===== src/rtl/cfb_pkg.sv =====
package cfb_pkg;

    // Latched outcome of one compare
    typedef struct packed {
        logic eq;
        logic lt;
        logic gt;
        logic ltu;
        logic gtu;
    } cc_flags_t;

    // Condition codes; the numbering is decoded by the instruction set
    localparam int unsigned CC_EQ  = 0;
    localparam int unsigned CC_NE  = 1;
    localparam int unsigned CC_LT  = 2;
    localparam int unsigned CC_GT  = 3;
    localparam int unsigned CC_LTU = 4;
    localparam int unsigned CC_GTU = 5;
    localparam int unsigned CC_GE  = 6;
    localparam int unsigned CC_LE  = 7;
    localparam int unsigned CC_GEU = 8;
    localparam int unsigned CC_LEU = 9;
    localparam int unsigned CC_NUM = 10;

endpackage


===== src/rtl/cfb_compare.sv =====
module cfb_compare
    import cfb_pkg::*;
#(
    parameter int unsigned XLEN = 32
) (
    input  logic [XLEN-1:0] op_a,
    input  logic [XLEN-1:0] op_b,
    output cc_flags_t       flags
);

    always_comb begin
        flags.eq  = (op_a == op_b);
        flags.lt  = ($signed(op_a) < $signed(op_b));
        flags.gt  = ($signed(op_a) > $signed(op_b));
        flags.ltu = (op_a < op_b);
        flags.gtu = (op_a > op_b);
    end

endmodule


===== src/rtl/cfb_cond_eval.sv =====
module cfb_cond_eval
    import cfb_pkg::*;
#(
    parameter int unsigned CW = 4
) (
    input  logic [CW-1:0] cond,
    input  cc_flags_t     flags,
    output logic          hit,
    output logic          bad
);

    localparam int unsigned NCODES = 1 << CW;

    // Per-code decision vector, built by generate over every encodable code
    logic [NCODES-1:0] code_hit;

    for (genvar gi = 0; gi < NCODES; gi++) begin : g_code
        if (gi == CC_EQ) begin : g_eq
            assign code_hit[gi] = flags.eq;
        end else if (gi == CC_NE) begin : g_ne
            assign code_hit[gi] = ~flags.eq;
        end else if (gi == CC_LT) begin : g_lt
            assign code_hit[gi] = flags.lt;
        end else if (gi == CC_GT) begin : g_gt
            assign code_hit[gi] = flags.gt;
        end else if (gi == CC_LTU) begin : g_ltu
            assign code_hit[gi] = flags.ltu;
        end else if (gi == CC_GTU) begin : g_gtu
            assign code_hit[gi] = flags.gtu;
        end else if (gi == CC_GE) begin : g_ge
            assign code_hit[gi] = flags.gt | flags.eq;
        end else if (gi == CC_LE) begin : g_le
            assign code_hit[gi] = flags.lt | flags.eq;
        end else if (gi == CC_GEU) begin : g_geu
            assign code_hit[gi] = flags.gtu | flags.eq;
        end else if (gi == CC_LEU) begin : g_leu
            assign code_hit[gi] = flags.ltu | flags.eq;
        end else begin : g_undef
            assign code_hit[gi] = 1'b0;
        end
    end

    always_comb begin
        bad = (32'(cond) >= CC_NUM);
        hit = code_hit[cond] & ~bad;
    end

endmodule


===== src/rtl/cfb_target.sv =====
module cfb_target #(
    parameter int unsigned XLEN  = 32,
    parameter int unsigned OFS_W = 10
) (
    input  logic [XLEN-1:0]  pc,
    input  logic [OFS_W-1:0] ofs,
    input  logic             take,
    output logic [XLEN-1:0]  next_pc
);

    localparam int unsigned EXT_W = XLEN - OFS_W - 1;

    logic [XLEN-1:0] disp;
    logic [XLEN-1:0] seq_pc;

    always_comb begin
        disp    = {{EXT_W{ofs[OFS_W-1]}}, ofs, 1'b0};
        seq_pc  = pc + XLEN'(2);
        next_pc = take ? (seq_pc + disp) : seq_pc;
    end

endmodule


===== src/rtl/cfb_resolver.sv =====
module cfb_resolver
    import cfb_pkg::*;
#(
    parameter int unsigned XLEN   = 32,
    parameter int unsigned COND_W = 4,
    parameter int unsigned OFS_W  = 10
) (
    input  logic              clk,
    input  logic              rst_n,
    input  logic              cmp_en,
    input  logic [XLEN-1:0]   cmp_a,
    input  logic [XLEN-1:0]   cmp_b,
    input  logic              br_en,
    input  logic [COND_W-1:0] br_cond,
    input  logic [XLEN-1:0]   br_pc,
    input  logic [OFS_W-1:0]  br_ofs,
    output logic              res_valid,
    output logic              res_taken,
    output logic              res_illegal,
    output logic [XLEN-1:0]   res_next_pc
);

    typedef struct packed {
        cc_flags_t       flags;
        logic            valid;
        logic            taken;
        logic            illegal;
        logic [XLEN-1:0] npc;
    } state_t;

    state_t st_d, st_q;

    cc_flags_t       new_flags;
    logic            cond_hit;
    logic            cond_bad;
    logic [XLEN-1:0] calc_pc;

    cfb_compare #(.XLEN(XLEN)) u_compare (
        .op_a  (cmp_a),
        .op_b  (cmp_b),
        .flags (new_flags)
    );

    cfb_cond_eval #(.CW(COND_W)) u_cond (
        .cond  (br_cond),
        .flags (st_q.flags),
        .hit   (cond_hit),
        .bad   (cond_bad)
    );

    cfb_target #(.XLEN(XLEN), .OFS_W(OFS_W)) u_target (
        .pc      (br_pc),
        .ofs     (br_ofs),
        .take    (cond_hit),
        .next_pc (calc_pc)
    );

    always_comb begin
        st_d         = st_q;
        st_d.valid   = br_en;
        st_d.taken   = br_en & cond_hit;
        st_d.illegal = br_en & cond_bad;
        st_d.npc     = br_en ? calc_pc : '0;
        if (cmp_en) begin
            st_d.flags = new_flags;
        end
    end

    always_ff @(posedge clk or negedge rst_n) begin
        if (!rst_n) begin
            st_q <= '0;
        end else begin
            st_q <= st_d;
        end
    end

    // Flag register brought out for the bound checker
    cc_flags_t held_flags;
    assign held_flags = st_q.flags;

    assign res_valid   = st_q.valid;
    assign res_taken   = st_q.taken;
    assign res_illegal = st_q.illegal;
    assign res_next_pc = st_q.npc;

endmodule


===== config.mk =====
export PLATFORM = sky130hd
export DESIGN_NAME = cfb_resolver
export DESIGN_NICKNAME = d
export VERILOG_FILES = /design/src/rtl/cfb_pkg.sv /design/src/rtl/cfb_compare.sv /design/src/rtl/cfb_cond_eval.sv /design/src/rtl/cfb_target.sv /design/src/rtl/cfb_resolver.sv
export SDC_FILE = /design/constraint.sdc
export NUM_CORES = 1
export LEC_CHECK = 0
export BUFFER_PORTS_ARGS = -buffer_cell sky130_fd_sc_hd__buf_2
export CORE_MARGIN = 10
export CORE_UTILIZATION = 58
export DETAILED_ROUTE_END_ITERATION = 10
export PLACE_DENSITY = 0.93
export SLEW_MARGIN = 30
export SYNTH_ARGS = -nofsm -noshare
export SYNTH_HDL_FRONTEND = slang
export SYNTH_HIERARCHICAL = 1
export SYNTH_SLANG_ARGS = --single-unit

===== constraint.sdc =====
create_clock -name clk -period 4.9 [get_ports clk]
set_input_delay 0.245 -clock clk [delete_from_list [all_inputs] [get_ports clk]]
set_output_delay 0.245 -clock clk [all_outputs]
set_load 0.005 [all_outputs]

==> flow_results.xml <==
<?xml version="1.0" encoding="UTF-8"?>
<metrics>
  <group name="power_and_ir_drop">
    <metric name="static-leakage-power" unit="nW">3.12</metric>
    <metric name="vdd_ir_drop_max" unit="mV">0.123</metric>
    <metric name="comb_power_share" unit="">0.469</metric>
    <metric name="power_density" unit="nW/µm²">213</metric>
    <metric name="switching_share" unit="">0.357</metric>
    <metric name="clock_power_share" unit="">0.236</metric>
    <metric name="post_layout_power" unit="W">0.00130</metric>
    <metric name="total_switching_power" unit="W">0.000463</metric>
    <metric name="seqPwrFrac" unit="">0.295</metric>
    <metric name="p_int" unit="W">0.000834</metric>
  </group>
  <group name="clocking">
    <metric name="path_clk_slew" unit="ps">70</metric>
    <metric name="cts-resized-gates" unit="">0</metric>
    <metric name="ctsHtreeMaxLevel" unit="">2</metric>
    <metric name="clock_buffer_depth" unit="">2</metric>
    <metric name="clock_latency_of_the_later_clocked_register_in_the_worst_skew_pair" unit="ps">280</metric>
    <metric name="root_buffer" unit="">clkbuf_8</metric>
    <metric name="cts_inserted_buffers" unit="">5</metric>
    <metric name="cts_setup_buffers" unit="">0</metric>
    <metric name="clock_sinks" unit="">40</metric>
    <metric name="cts_tree" unit="">built</metric>
    <metric name="cts_hold_buffers" unit="">0</metric>
  </group>
  <group name="cells_and_area">
    <metric name="diodes" unit="">0</metric>
    <metric name="layout-drive-gt1-share" unit="">0.292</metric>
    <metric name="synthToLayoutAreaGrowth" unit="%">17.2</metric>
    <metric name="final_net_count" unit="">963</metric>
  </group>
  <group name="logic_synthesis">
    <metric name="synthesis.nets" unit="">831</metric>
    <metric name="yosys_warning_count" unit="">6</metric>
    <metric name="synth-edff-count" unit="">0</metric>
    <metric name="synth-seq-cells" unit="">40</metric>
    <metric name="synthesized_instance_count" unit="">645</metric>
    <metric name="ys_types" unit="">75</metric>
    <metric name="seq_area_frac_synth" unit="">0.192</metric>
    <metric name="async_flop_share" unit="">1.00</metric>
    <metric name="synthesis.area" unit="µm²">5210</metric>
    <metric name="synth_top_flop_cell" unit="">dfrtp_1</metric>
    <metric name="synth.avg_cell_area" unit="µm²">8.08</metric>
  </group>
  <group name="floorplan">
    <metric name="dieWidth" unit="µm">115</metric>
    <metric name="boundaryPins" unit="">149</metric>
    <metric name="die_y" unit="µm">115</metric>
    <metric name="core_region_area" unit="µm²">8720</metric>
    <metric name="fp.dieArea" unit="µm²">13200</metric>
    <metric name="std_cell_rows" unit="">34</metric>
    <metric name="initial_core_util" unit="">0.597</metric>
  </group>
  <group name="global_route">
    <metric name="grt_start_max_net_pins" unit="">41</metric>
    <metric name="number_of_global_route_vias_before_repair" unit="">5126</metric>
    <metric name="global_route.overflow_total" unit="">0</metric>
    <metric name="grt_first_pass_wirelength" unit="mm">24.3</metric>
    <metric name="track_usage" unit="">0.220</metric>
    <metric name="antenna_violations_before_repair" unit="">0</metric>
  </group>
  <group name="run_status">
    <metric name="status" unit="">completed</metric>
  </group>
  <group name="critical_path">
    <metric name="data_arrival_time_of_the_critical_path" unit="ps">3500</metric>
    <metric name="critical_path_peak_fanout" unit="">7</metric>
    <metric name="worst_path_dominant_cell_family" unit="">simple AND/OR/NAND/NOR gates</metric>
    <metric name="critical_path.startpoint_type" unit="">input port</metric>
    <metric name="crit_path_cell_trace" unit="">buf_2 -&gt; and4_4 -&gt; nand3_1 -&gt; nor2_1 -&gt; nand2_1 -&gt; xnor2_1 -&gt; ha_1 -&gt; a21oi_1 -&gt; o21ai_1 -&gt; o21ai_1 -&gt; nand4_1 -&gt; and2_1 -&gt; o311ai_2 -&gt; xnor2_1 -&gt; and2_2</metric>
    <metric name="worst_path_max_delay_cell" unit="">ha_1</metric>
    <metric name="critical_path_buf_inv_count" unit="">1</metric>
    <metric name="worst-endpoint-required" unit="ps">5070</metric>
    <metric name="timing.critical_path.slowest_cell_delay" unit="ps">400</metric>
    <metric name="crit_path_category" unit="">in -&gt; reg</metric>
    <metric name="endpoint_kind_of_the_worst_setup_timing_path" unit="">register</metric>
  </group>
  <group name="timing">
    <metric name="fin_crit_sh" unit="">0.679</metric>
    <metric name="rsz0062_at_grt" unit="">false</metric>
    <metric name="finalClockSkew" unit="ps">8.79</metric>
    <metric name="whs" unit="ps">50.4</metric>
    <metric name="tightest_slew" unit="ps">823</metric>
    <metric name="setup_total_negative_slack" unit="ps">0</metric>
    <metric name="achievable-frequency" unit="GHz">0.300</metric>
    <metric name="slew_violations" unit="">0</metric>
    <metric name="finalHoldViolations" unit="">0</metric>
    <metric name="setup_viol" unit="">0</metric>
    <metric name="layout_min_cycle_time" unit="ps">3330</metric>
    <metric name="relSlewSlack" unit="">0.451</metric>
  </group>
  <group name="detailed_routing">
    <metric name="drtAntennaViolNets" unit="">0</metric>
    <metric name="post_drt_wl_per_cell" unit="µm">17.2</metric>
    <metric name="post_drt_via_cell_ratio" unit="">5.93</metric>
    <metric name="drt-pass1-iter-count" unit="">5</metric>
    <metric name="route.detailed.drc" unit="">0</metric>
    <metric name="num_vias" unit="">5244</metric>
    <metric name="wirelength" unit="mm">15.3</metric>
    <metric name="detailedRoute.firstIterationViolations" unit="">494</metric>
  </group>
  <group name="placement">
    <metric name="portBuffers" unit="">148</metric>
    <metric name="place.detailed.hpwl" unit="mm">12.9</metric>
    <metric name="routabilityCongestion" unit="">0.918</metric>
  </group>
  <group name="flow_run">
    <metric name="drv.max_cap_violation_count" unit="">0</metric>
  </group>
  <group name="worst_hold_path">
    <metric name="holdCritPathClass" unit="">in -&gt; async</metric>
  </group>
</metrics>
[flip-flops by register name (all words and copies together) (netlist names)]
signal       cells
held_flags       5
res_illegal      1
res_next_pc     32
res_taken        1
res_valid        1
[synthesized netlist by cell type, types with 7 or more instances]
cell | count | area share
o21ai_0 | 15 | 0.014
buf_2 | 7 | 0.0067
nor3_1 | 7 | 0.0067
o21a_1 | 7 | 0.010
dfrtp_1 | 40 | 0.19
a211oi_1 | 8 | 0.012
a21oi_1 | 63 | 0.061
nand3_1 | 17 | 0.016
xor2_1 | 17 | 0.029
inv_1 | 43 | 0.031
and3_1 | 7 | 0.0084
nand4_1 | 26 | 0.031
a21o_1 | 22 | 0.032
clkbuf_1 | 9 | 0.0065
ha_1 | 71 | 0.17
nand2_1 | 47 | 0.034
mux2_2 | 8 | 0.017
and2_2 | 34 | 0.049
xnor2_1 | 34 | 0.057
nor2_1 | 62 | 0.045
[cells in the final DEF, fill, tap and decap left out, types with 22 or more instances in the layout]
master	Yosys	final
dfrtp_1	40	40
buf_2	7	148
nor2_1	62	62
a21o_1	22	22
and2_2	34	34
ha_1	71	71
nand2_1	47	47
xnor2_1	34	34
a21oi_1	63	63
nand4_1	26	26
inv_1	43	43
[layer usage]
metal | global-route usage | vias to the layer above | part of all wire
met4 | 0.0586 | 0 | 0.014
met2 | 0.383 | 265 | 0.48
met5 | 0 | - | 0
met3 | 0.0422 | 16 | 0.092
met1 | 0.271 | 2389 | 0.42
li1 | - | 2574 | -
[through the flow]
| stage | worst slack (ps) | cell area [µm²] | utilization | std cells |
|---|---|---|---|---|
| after global placement | 1440 | 5980 | 0.685 | 878 |
| final | 1570 | 6100 | 0.700 | 885 |
| after detailed placement | 1340 | 5980 | 0.685 | 878 |
| after floorplan | 1790 | 5210 | - | 645 |
| after CTS | 1650 | 6100 | 0.700 | 885 |
| after global routing | 1350 | 6100 | 0.700 | 885 |
[power groups by stage]
stage | clock (W) | sequential [W] | combinational, W
after floorplan | 0 | 0.000393 | 0.000393
after global placement | 0 | 0.000388 | 0.000578
after detailed placement | 0 | 0.000390 | 0.000599
after CTS | 0.000313 | 0.000384 | 0.000601
after global routing | 0.000322 | 0.000387 | 0.000673
final | 0.000306 | 0.000383 | 0.000609
[cell families (layout without fill, tap and decap cells)]
family,after synthesis,count (layout),share of synthesized area
fa+ha+maj,72,72,0.174
mux,10,10,0.0211
simple gates,244,244,0.258
buf+inv,67,199,0.0538
compound gates,159,159,0.209
flops,40,40,0.192
xor+xnor,53,53,0.0920
[final cells by class]
cell class,count,area (µm²)
multi-input combinational,538,3930
fill,730,2620
inverter,43,161
tap,108,135
sequential,40,1000
clock buffer,5,68.8
timing repair buffer,149,748
clock inverter,2,60.1
[worst paths after layout]
kind | slack, ps | cells past startpoint | end | startpoint
worst max-delay path | 1570 | 15 | res_next_pc[31] | br_pc[3]
worst min-delay path | 50 | 1 | res_next_pc[5] | rst_n
worst max register to register | 2340 | 10 | res_next_pc[29] | held_flags[3]
worst min register to register | 560 | 1 | held_flags[0] | held_flags[0]
max in group asynchronous | 4320 | 1 | res_next_pc[29] | rst_n
min in group clk | 180 | 2 | res_next_pc[0] | br_pc[0]
No activity file was read; power rests on OpenSTA's default activity.
